## config.mk

```make
export PLATFORM = sky130hd
export DESIGN_NAME = cachepg_seq
export DESIGN_NICKNAME = d
export VERILOG_FILES = /design/src/rtl/cachepg_pkg.sv /design/src/rtl/cachepg_limit.sv /design/src/rtl/cachepg_addr.sv /design/src/rtl/cachepg_err.sv /design/src/rtl/cachepg_seq.sv
export SDC_FILE = /design/constraint.sdc
export NUM_CORES = 1
export LEC_CHECK = 0
export ABC_AREA = 1
export CORE_MARGIN = 3
export CORE_UTILIZATION = 50
export DETAILED_ROUTE_END_ITERATION = 10
export PLACE_DENSITY = 0.73
export SKIP_CTS_REPAIR_TIMING = 1
export SLEW_MARGIN = 20
export SYNTH_ARGS = -nofsm -noshare
export SYNTH_HDL_FRONTEND = slang
export SYNTH_HIERARCHICAL = 1
export SYNTH_SLANG_ARGS = --single-unit
```

## constraint.sdc

```tcl
create_clock -name clk -period 4.78 [get_ports clk]
set_clock_uncertainty 0.05 [all_clocks]
set_input_delay 0.717 -clock clk [delete_from_list [all_inputs] [get_ports clk]]
set_output_delay 0.717 -clock clk [all_outputs]
set_load 0.03 [all_outputs]
```

## src/rtl/cachepg_pkg.sv

```systemverilog
package cachepg_pkg;
  typedef enum logic [2:0] {
    ST_IDLE, ST_CMD, ST_ADDR, ST_DATA, ST_CONF, ST_WRB, ST_STC, ST_STR
  } seq_state_t;

  localparam logic [1:0] BK_CMD  = 2'd0;
  localparam logic [1:0] BK_ADDR = 2'd1;
  localparam logic [1:0] BK_DATA = 2'd2;
  localparam logic [1:0] BK_READ = 2'd3;

  localparam logic [7:0] CMD_LOAD  = 8'h80;
  localparam logic [7:0] CMD_CACHE = 8'h15;
  localparam logic [7:0] CMD_FINAL = 8'h10;
  localparam logic [7:0] CMD_STAT  = 8'h70;

  localparam int SB_CUR  = 0;
  localparam int SB_PREV = 1;
  localparam int SB_IDLE = 5;
  localparam int SB_CRDY = 6;
endpackage

```

## src/rtl/cachepg_limit.sv

```systemverilog
module cachepg_limit #(
  parameter int MAX_PAGES       = 64,
  parameter int PAGES_PER_BLOCK = 64,
  parameter int ROW_W           = 24,
  parameter int CNT_W           = 7
) (
  input  logic [ROW_W-1:0] start_row,
  input  logic [CNT_W-1:0] page_count,
  output logic             legal
);
  localparam int BLK_W = $clog2(PAGES_PER_BLOCK);
  localparam int SUM_W = ((CNT_W > BLK_W) ? CNT_W : BLK_W) + 1;

  logic [SUM_W-1:0] reach;

  always_comb begin
    reach = SUM_W'(start_row[BLK_W-1:0]) + SUM_W'(page_count);
    legal = (page_count != '0) &&
            (page_count <= CNT_W'(MAX_PAGES)) &&
            (reach <= SUM_W'(PAGES_PER_BLOCK));
  end
endmodule

```

## src/rtl/cachepg_addr.sv

```systemverilog
module cachepg_addr #(
  parameter int ADDR_CYC = 5,
  parameter int CNT_W    = 7,
  parameter int CYC_W    = 12,
  localparam int ROW_BYTES = ADDR_CYC - 2,
  localparam int ROW_W     = 8 * ROW_BYTES
) (
  input  logic [ROW_W-1:0] row_base,
  input  logic [CNT_W-1:0] page_idx,
  input  logic [CYC_W-1:0] cyc,
  output logic [7:0]       abyte
);
  logic [ROW_W-1:0] row;

  always_comb begin
    row   = row_base + ROW_W'(page_idx);
    abyte = 8'h00;
    for (int i = 0; i < ROW_BYTES; i++) begin
      if (cyc == CYC_W'(i + 2)) abyte = row[8*i +: 8];
    end
  end
endmodule

```

## src/rtl/cachepg_err.sv

```systemverilog
module cachepg_err #(
  parameter int MAX_PAGES = 64,
  localparam int IDX_W = $clog2(MAX_PAGES)
) (
  input  logic                 clk,
  input  logic                 rst_n,
  input  logic                 clr,
  input  logic                 upd,
  input  logic [IDX_W-1:0]     idx,
  input  logic                 fail_cur,
  input  logic                 fail_prev,
  output logic [MAX_PAGES-1:0] err_map
);
  logic [MAX_PAGES-1:0] err_n;
  logic [IDX_W-1:0]     prev_idx;

  always_comb begin
    prev_idx = idx - IDX_W'(1);
    err_n    = err_map;
    if (clr) begin
      err_n = '0;
    end else if (upd) begin
      if (fail_cur) err_n[idx] = 1'b1;
      if (fail_prev && (idx != '0)) err_n[prev_idx] = 1'b1;
    end
  end

  always_ff @(posedge clk or negedge rst_n) begin
    if (!rst_n) err_map <= '0;
    else        err_map <= err_n;
  end
endmodule

```

## src/rtl/cachepg_seq.sv

```systemverilog
module cachepg_seq
  import cachepg_pkg::*;
#(
  parameter int ADDR_CYC        = 5,
  parameter int PAGE_BYTES      = 2112,
  parameter int MAX_PAGES       = 64,
  parameter int PAGES_PER_BLOCK = 64,
  localparam int ROW_W = 8 * (ADDR_CYC - 2),
  localparam int CNT_W = $clog2(MAX_PAGES + 1)
) (
  input  logic                 clk,
  input  logic                 rst_n,
  input  logic                 start,
  input  logic                 use_status,
  input  logic [ROW_W-1:0]     start_row,
  input  logic [CNT_W-1:0]     page_count,
  input  logic [7:0]           data_in,
  input  logic                 rb_ready,
  input  logic [7:0]           status_in,
  output logic                 bus_valid,
  output logic [1:0]           bus_kind,
  output logic [7:0]           bus_byte,
  output logic                 data_req,
  output logic                 busy,
  output logic                 done,
  output logic                 illegal,
  output logic [MAX_PAGES-1:0] err_map
);
  localparam int SPAN  = (PAGE_BYTES > ADDR_CYC) ? PAGE_BYTES : ADDR_CYC;
  localparam int CYC_W = $clog2(SPAN) + 1;
  localparam int IDX_W = $clog2(MAX_PAGES);

  // reset: asserted asynchronously, released on a clock edge
  logic [1:0] rsync;
  logic       rst_s;
  always_ff @(posedge clk or negedge rst_n) begin
    if (!rst_n) rsync <= 2'b00;
    else        rsync <= {rsync[0], 1'b1};
  end
  assign rst_s = rsync[1];

  seq_state_t       state, state_n;
  logic [CYC_W-1:0] cyc, cyc_n;
  logic [CNT_W-1:0] page_idx, page_idx_n;
  logic [CNT_W-1:0] count_r;
  logic [ROW_W-1:0] row_r;
  logic             stat_r;
  logic             done_q, done_n, ill_q, ill_n;
  logic             load, upd, legal, last, accept;
  logic [7:0]       abyte;

  cachepg_limit #(
    .MAX_PAGES(MAX_PAGES), .PAGES_PER_BLOCK(PAGES_PER_BLOCK),
    .ROW_W(ROW_W), .CNT_W(CNT_W)
  ) u_limit (
    .start_row(start_row), .page_count(page_count), .legal(legal)
  );

  cachepg_addr #(.ADDR_CYC(ADDR_CYC), .CNT_W(CNT_W), .CYC_W(CYC_W)) u_addr (
    .row_base(row_r), .page_idx(page_idx), .cyc(cyc), .abyte(abyte)
  );

  cachepg_err #(.MAX_PAGES(MAX_PAGES)) u_err (
    .clk(clk), .rst_n(rst_s), .clr(load), .upd(upd),
    .idx(page_idx[IDX_W-1:0]),
    .fail_cur(status_in[SB_CUR]), .fail_prev(status_in[SB_PREV]),
    .err_map(err_map)
  );

  assign last   = (page_idx == count_r - CNT_W'(1));
  assign accept = !stat_r || (last ? status_in[SB_IDLE] : status_in[SB_CRDY]);

  always_comb begin
    state_n    = state;
    cyc_n      = cyc;
    page_idx_n = page_idx;
    bus_valid  = 1'b0;
    bus_kind   = BK_CMD;
    bus_byte   = 8'h00;
    data_req   = 1'b0;
    done_n     = 1'b0;
    ill_n      = 1'b0;
    load       = 1'b0;
    upd        = 1'b0;
    case (state)
      ST_IDLE: begin
        if (start) begin
          if (legal) begin
            load       = 1'b1;
            page_idx_n = '0;
            state_n    = ST_CMD;
          end else begin
            ill_n = 1'b1;
          end
        end
      end
      ST_CMD: begin
        bus_valid = 1'b1;
        bus_byte  = CMD_LOAD;
        cyc_n     = '0;
        state_n   = ST_ADDR;
      end
      ST_ADDR: begin
        bus_valid = 1'b1;
        bus_kind  = BK_ADDR;
        bus_byte  = abyte;
        if (cyc == CYC_W'(ADDR_CYC - 1)) begin
          cyc_n   = '0;
          state_n = ST_DATA;
        end else begin
          cyc_n = cyc + CYC_W'(1);
        end
      end
      ST_DATA: begin
        bus_valid = 1'b1;
        bus_kind  = BK_DATA;
        bus_byte  = data_in;
        data_req  = 1'b1;
        if (cyc == CYC_W'(PAGE_BYTES - 1)) state_n = ST_CONF;
        else                               cyc_n   = cyc + CYC_W'(1);
      end
      ST_CONF: begin
        bus_valid = 1'b1;
        bus_byte  = (last && !stat_r) ? CMD_FINAL : CMD_CACHE;
        state_n   = stat_r ? ST_STC : ST_WRB;
      end
      ST_WRB: begin
        if (rb_ready) state_n = ST_STC;
      end
      ST_STC: begin
        bus_valid = 1'b1;
        bus_byte  = CMD_STAT;
        state_n   = ST_STR;
      end
      ST_STR: begin
        bus_valid = 1'b1;
        bus_kind  = BK_READ;
        if (accept) begin
          upd = 1'b1;
          if (last) begin
            done_n  = 1'b1;
            state_n = ST_IDLE;
          end else begin
            page_idx_n = page_idx + CNT_W'(1);
            state_n    = ST_CMD;
          end
        end
      end
      default: state_n = ST_IDLE;
    endcase
  end

  always_ff @(posedge clk or negedge rst_s) begin
    if (!rst_s) begin
      state    <= ST_IDLE;
      cyc      <= '0;
      page_idx <= '0;
      done_q   <= 1'b0;
      ill_q    <= 1'b0;
    end else begin
      state    <= state_n;
      cyc      <= cyc_n;
      page_idx <= page_idx_n;
      done_q   <= done_n;
      ill_q    <= ill_n;
    end
  end

  always_ff @(posedge clk or negedge rst_s) begin
    if (!rst_s) begin
      count_r <= '0;
      row_r   <= '0;
      stat_r  <= 1'b0;
    end else if (load) begin
      count_r <= page_count;
      row_r   <= start_row;
      stat_r  <= use_status;
    end
  end

  assign busy    = (state != ST_IDLE);
  assign done    = done_q;
  assign illegal = ill_q;
endmodule

```

* After elaboration in Yosys (flattened, before gate mapping)
Index checks and enable logic that the tools add are counted.
** Cells by class
- Add/subtract/negate cells :: 6
- Order comparisons :: 6
- Equal/unequal tests :: 20
- Multiplexer cells :: 47
- Bitwise logic cells :: 2
- Reductions and logical operators :: 19
** Operator list (count)
- $mux 64 :: 6
- $or 64x64->64 :: 2
- $pmux 8 s5 :: 1
- $pmux 13 s3 :: 1
- $mux 7 :: 4
- $eq 13x2->1 const B :: 2
- $mux 13 :: 2
- $add 24x7->24 :: 1
- $mux 8 :: 3
- $pmux 3 s8 :: 1
- $mux 3 :: 7
- $mux 1 :: 17
- $ne 2x2->1 const B :: 8
- $lt 6x7->1 const B :: 2
- $pmux 7 s2 :: 1
- $add 13x1->13 const B :: 1
- $eq 13x12->1 const B :: 1
- $eq 13x3->1 const B :: 1
- $demux 1 s6 :: 2
- $eq 3x3->1 const B :: 4
- $ge 6x1->1 const B :: 2
- $add 6x7->8 :: 1
- $le 8x7->1 const B :: 1
- $add 7x1->7 const B :: 1
- 20 further kinds :: 28
** Word-level totals
- Register bits :: 123
- Input bits :: 52
- Output and inout port bits :: 79
- Logic and storage cells :: 110

* Longest topological paths before layout
Gate-level depths: netlist of the first run.
- Depth after elaboration :: 12
- Depth in mapped cells :: 18
- Gate-level depth less buffers :: 17

* Hierarchy
The synthesis of the first run kept the hierarchy.
** By module, submodules not included
- cachepg_err :: instances 1, cells an instance 573, area an instance 3980.1 um^2, seq. area each 1601.5 um^2
- cachepg_seq :: instances 1, cells an instance 451, area an instance 3338.2 um^2, seq. area each 1476.4 um^2
- cachepg_addr :: instances 1, cells an instance 251, area an instance 1273.7 um^2, seq. area each 0.0 um^2
- cachepg_limit :: instances 1, cells an instance 76, area an instance 394.1 um^2, seq. area each 0.0 um^2

* Worst setup path after synthesis of the first run
No wires, ideal clock.
- Path kind :: input to register
- Start :: in start_row[0]
- End :: reg u_err.err_map[0]
- Library setup time :: 0.066 ns
- Arrival :: 3.220 ns
- Data required time :: 4.664 ns
- Setup slack :: 1.445 ns
- Stages on the path :: 16
- Buffers on the path :: 2
- Cell sequence :: ha_1 -> fa_1 -> or2_1 -> nor2_1 -> nand3_1 -> nor2_2 -> nand2_1 -> a21oi_2 -> inv_1 -> nor3_4 -> buf_2 -> nor2_1 -> nor2_1 -> buf_2 -> nand2_1 -> nand2_1
** Between the ends
- Word-level cells in the longest chain between the ends :: 7
- Elaborated cells between the ends (all ways) :: 8
- Classes of those cells :: add/sub (1); order compare (1); mux (4); reduce/logical (2)
** RTL lines
- start: declaration :: line cachepg_seq.sv:15 : input logic [ROW_W-1:0] start_row,
- $add 6x7->8 (*) :: line cachepg_limit.sv:17 : reach = SUM_W'(start_row[BLK_W-1:0]) + SUM_W'(page_count);
- $le 8x7->1 (*) :: line cachepg_limit.sv:20 : (reach <= SUM_W'(PAGES_PER_BLOCK));
- $logic_and 1x1->1 (*) :: line cachepg_limit.sv:19 : (page_count <= CNT_W'(MAX_PAGES)) &&
- net legal :: line cachepg_seq.sv:49 : logic load, upd, legal, last, accept;
- $mux 1 (*) :: line cachepg_seq.sv:88 : if (legal) begin
- $mux 1 (*) :: line cachepg_seq.sv:87 : if (start) begin
- $mux 1 (*) :: line cachepg_seq.sv:85 : case (state)
- net load :: line cachepg_seq.sv:49
- $mux 64 / $reduce_bool 2->1 (equally long branches)
- end signal: assignment :: line cachepg_err.sv:30 : else err_map <= err_n;
- end: declaration :: line cachepg_err.sv:12 : output logic [MAX_PAGES-1:0] err_map
Mark *: on every way through the listed nets, which the timed path passes. The rest lies on a longest branch.
A chain may end at the register's enable or synchronous reset.

* Worst setup path after layout of the first run
- Start :: reg page_idx[0]
- End :: out bus_byte[4]
** Between the ends
- Word-level cells in the longest chain between the ends :: 5
** RTL lines
- start: declaration :: line cachepg_seq.sv:44 : logic [CNT_W-1:0] page_idx, page_idx_n;
- start signal: assignment :: line cachepg_seq.sv:163 : page_idx <= page_idx_n;
- $add 24x7->24 (*) :: line cachepg_addr.sv:16 : row = row_base + ROW_W'(page_idx);
- $mux 8 (2 in a row) :: line cachepg_addr.sv:19 : if (cyc == CYC_W'(i + 2)) abyte = row[8*i +: 8];
- $mux 8 (*) :: line cachepg_addr.sv:19
- net abyte[4] :: line cachepg_seq.sv:50 : logic [7:0] abyte;
- $pmux 8 s5 (*) :: line cachepg_seq.sv:85
- end: declaration :: line cachepg_seq.sv:22 : output logic [7:0] bus_byte,
Marked as above.

==> flow_summary.toml, run 1 <==
[outcome]
status = "finished, final reports clean"

[timing]
setup_viol = 0
fin_crit_ps = 4080
rsz0062_at_grt = "false"
finalHoldViolCount = 0
fin_crit_sh_pct = 85.4
tightest_slew_ps = 1110
slew_headroom_pct = 25.6
setup_tns_ps = 0
report.final.slew_viol_count = 0
fmax_mhz = 245

[setup_path]
crit_path_max_fanout = 5
crit_type = "flip-flop to output pin"
worst-path-buf-inv = 3
critical_path_depth = 16
critical_path.top_delay_family = "simple AND/OR/NAND/NOR gates"
r2r_setup_slack_ps = 1430
crit_chain = "ha_1, inv_1, fa_1, inv_1, nand2_1, nand2_1, and2_2, nand3_1, nand2_2, nand3_1, nand2_1, nand3_1, nand2_1, nand2_1, o2111ai_1, clkdlybuf4s50_1"
crit_top_cell = "nand2_1"
r2r-end = "u_err/err_map[13]"
crit_path_end_kind = "output pin"
timing.rr.start = "count_r[0]"
cp.arrival_ps = 3320
startpoint = "page_idx[0]"
cp-endpoint = "bus_byte[4]"
worstRegToRegCells = 18
slowest_stage = "clkdlybuf4s50_1"
cp-start-kind = "flip-flop"
crit_required_ps = 4010
slowest_delay_ps = 730

[floorplanning]
rows = 48
pin_count = 131
start_util_pct = 51.6
die_area_um2 = 19600
die_w_um = 140
die_y_um = 140
core-area_um2 = 17400

[logic_synthesis]
synth_area_leaders = "dfrtp_1 34%, nand2_1 23%, nand3_1 8.2%"
ys_types = 57
synth_nets = 1423
synth-seq-cells = 123
yosys_warnings = 6
seq_area_frac_synth_pct = 34.3
synth_cells = 1351
yosys.area.top_type = "dfrtp_1"
syn_area_um2 = 8990
avgSynthCellArea_um2 = 6.65
yosys.area.top_type_share_pct = 34.3

[global_routing]
grt_pass1_wl_um = 43100
grt_max_degree = 65
antenna_found_initial = 0
grt_usage_pct = 26.8
grt-ovfl-total = 0
grt_pass1_vias = 8533

[flow_run]
cap_violations = 0

[power]
ir_worst_vdd_mv = 0.284
p_leak_nw = 5.70
pwr_density_cell_nw_per_um2 = 436
design_power_total_mw = 4.80

[clock_network]
cts_tree = "built"
cts_buffers = 17
cts_sinks = 123
ctsLongestPathBuffers = 2
cts.clk_slew.worst_paths_ps = 60
cts_root_buf = "clkbuf_16"
clock_latency_ps = 420
htree_levels = 4

[hold_path]
hold_class = "flip-flop to asynchronous set/reset pin"

[detailed_routing]
post-route-drc-count = 0
viasPerCell = 5.48
ant_nets = 0
drt_first_pass_iters = 8
post_drt_wl_per_cell_um = 15.4
finalWirelength_um = 26300
route.vias.total = 9334
drtIter0Drc = 936

[layout]
antennaDiodeCount = 0
regArea_um2 = 3080
area_growth_syn_to_layout_pct = 22.3
final_cells = 1704
stdcell_area_um2 = 11000
fin_util_pct = 63.1
layout-drive-gt1-share_pct = 9.20
multi_input_area_um2 = 5160
nNetsFinal = 1538
fillers = 1619

[placement]
place_inst = 1672
portBuffers = 126
gp_congestion = 0.924
place_hpwl_um = 18600
dpl_cell_area_um2 = 10400
## how the worst min path moves through the flow
stage                     startpoint                end  slack, ps
after floorplan             rsync[0]           rsync[1]        280
after global placement      rsync[1]  u_err/err_map[29]        290
after detailed placement    rsync[0]           rsync[1]        290
after CTS                   rsync[1]  u_err/err_map[25]        300
after global routing        rsync[0]           rsync[1]        320
final                       rsync[1]  u_err/err_map[29]        280
## where the power goes
group | total [mW] | internal (mW) | switching [mW]
Combinational | 2.03 | 0.637 | 1.39
Sequential | 1.43 | 1.22 | 0.211
Clock | 1.34 | 0.835 | 0.507
Total | 4.80 | 2.69 | 2.11
## synth_stat cells (all sizes together)
| cell type | count |
|---|---|
| clkbuf | 8 |
| conb | 1 |
| a211oi | 2 |
| o21bai | 2 |
| nor3 | 25 |
| inv | 131 |
| nor3b | 1 |
| a31oi | 7 |
| nand4 | 26 |
| xnor2 | 2 |
| clkinv | 4 |
| ha | 18 |
| or2 | 4 |
| o211ai | 2 |
| a21oi | 67 |
| nand2 | 568 |
| dfrtp | 123 |
| xor2 | 7 |
| nor4 | 6 |
| a41oi | 1 |
| o311ai | 1 |
| fa | 2 |
| nor2 | 111 |
| buf | 33 |
| nand3 | 152 |
| o21ai | 30 |
| a22oi | 2 |
| and2 | 2 |
| a22o | 2 |
| o31ai | 1 |
| nand3b | 5 |
| o2111ai | 3 |
| nor2b | 2 |
## per-layer routing
layer	global-route usage [%]	up-vias	wire, µm
met4	7.85	0	569
met3	4.23	50	2120
met2	44.1	420	12300
met5	0	-	0
met1	36.7	4282	11200
li1	-	4582	-
## area by class of cell
class                           count  area share (%)
Tap cell                          225            2.56
Timing Repair Buffer              137            12.2
Clock buffer                       18            4.00
Multi-Input combinational cell   1052            47.0
Sequential cell                   123            28.0
Clock inverter                     14            1.56
Inverter                          135            4.64
## through the flow
| stage | hold WS, ps | worst slack (ps) |
|---|---|---|
| final | 282 | 696 |
| after global routing | 317 | 458 |
| after CTS | 303 | 712 |
| after detailed placement | 286 | 275 |
| after global placement | 286 | 369 |
| after floorplan | 281 | 1050 |
## logic make-up (layout without fill, tap and decap cells)
logic type	after synthesis	after routing	share of synthesized area (%)
xor gates and xnor gates	9	9	1.09
DFF	123	123	34.3
buffers and inverters	176	304	8.44
AOI/OAI and AO/OA	120	120	7.59
and+or+nand+nor	902	902	45.6
adders and majority gates	20	20	2.95
other	1	1	0.0417
## state kept, by name, indices dropped and copies added (netlist names)
name           cells
u_err/err_map     64
row_r             24
cyc               13
count_r            7
page_idx           7
state              3
rsync              2
done               1
illegal            1
stat_r             1
## worst reg2reg max path: cells and delay by family (launching register included)
family	cells	cell delay (ps)
simple gates	13	1950
flops	1	360
fa+ha+maj	1	310
buf+inv	4	640
## cells in the final DEF, fill, tap and decap left out, drive strengths merged, types with 3 or more instances in the layout
master           n
nand3          152
xor2             7
nor2           111
nand2          568
nor3            25
dfrtp          123
or2              4
clkinv          12
nor4             6
nand4           26
nand3b           5
inv            132
a21oi           67
o21ai           30
clkdlybuf4s50  126
ha              18
clkbuf          18
buf             11
a31oi            7
bufinv           3
o2111ai          3
(Power assumes the default switching activity.)
==> run 2, diff against run 1 <==
- ABC_CLOCK_PERIOD_IN_PS: default -> 4780
==> results of run 2 <==
The final DEF is identical to that of run 1; final timing and power are the same.
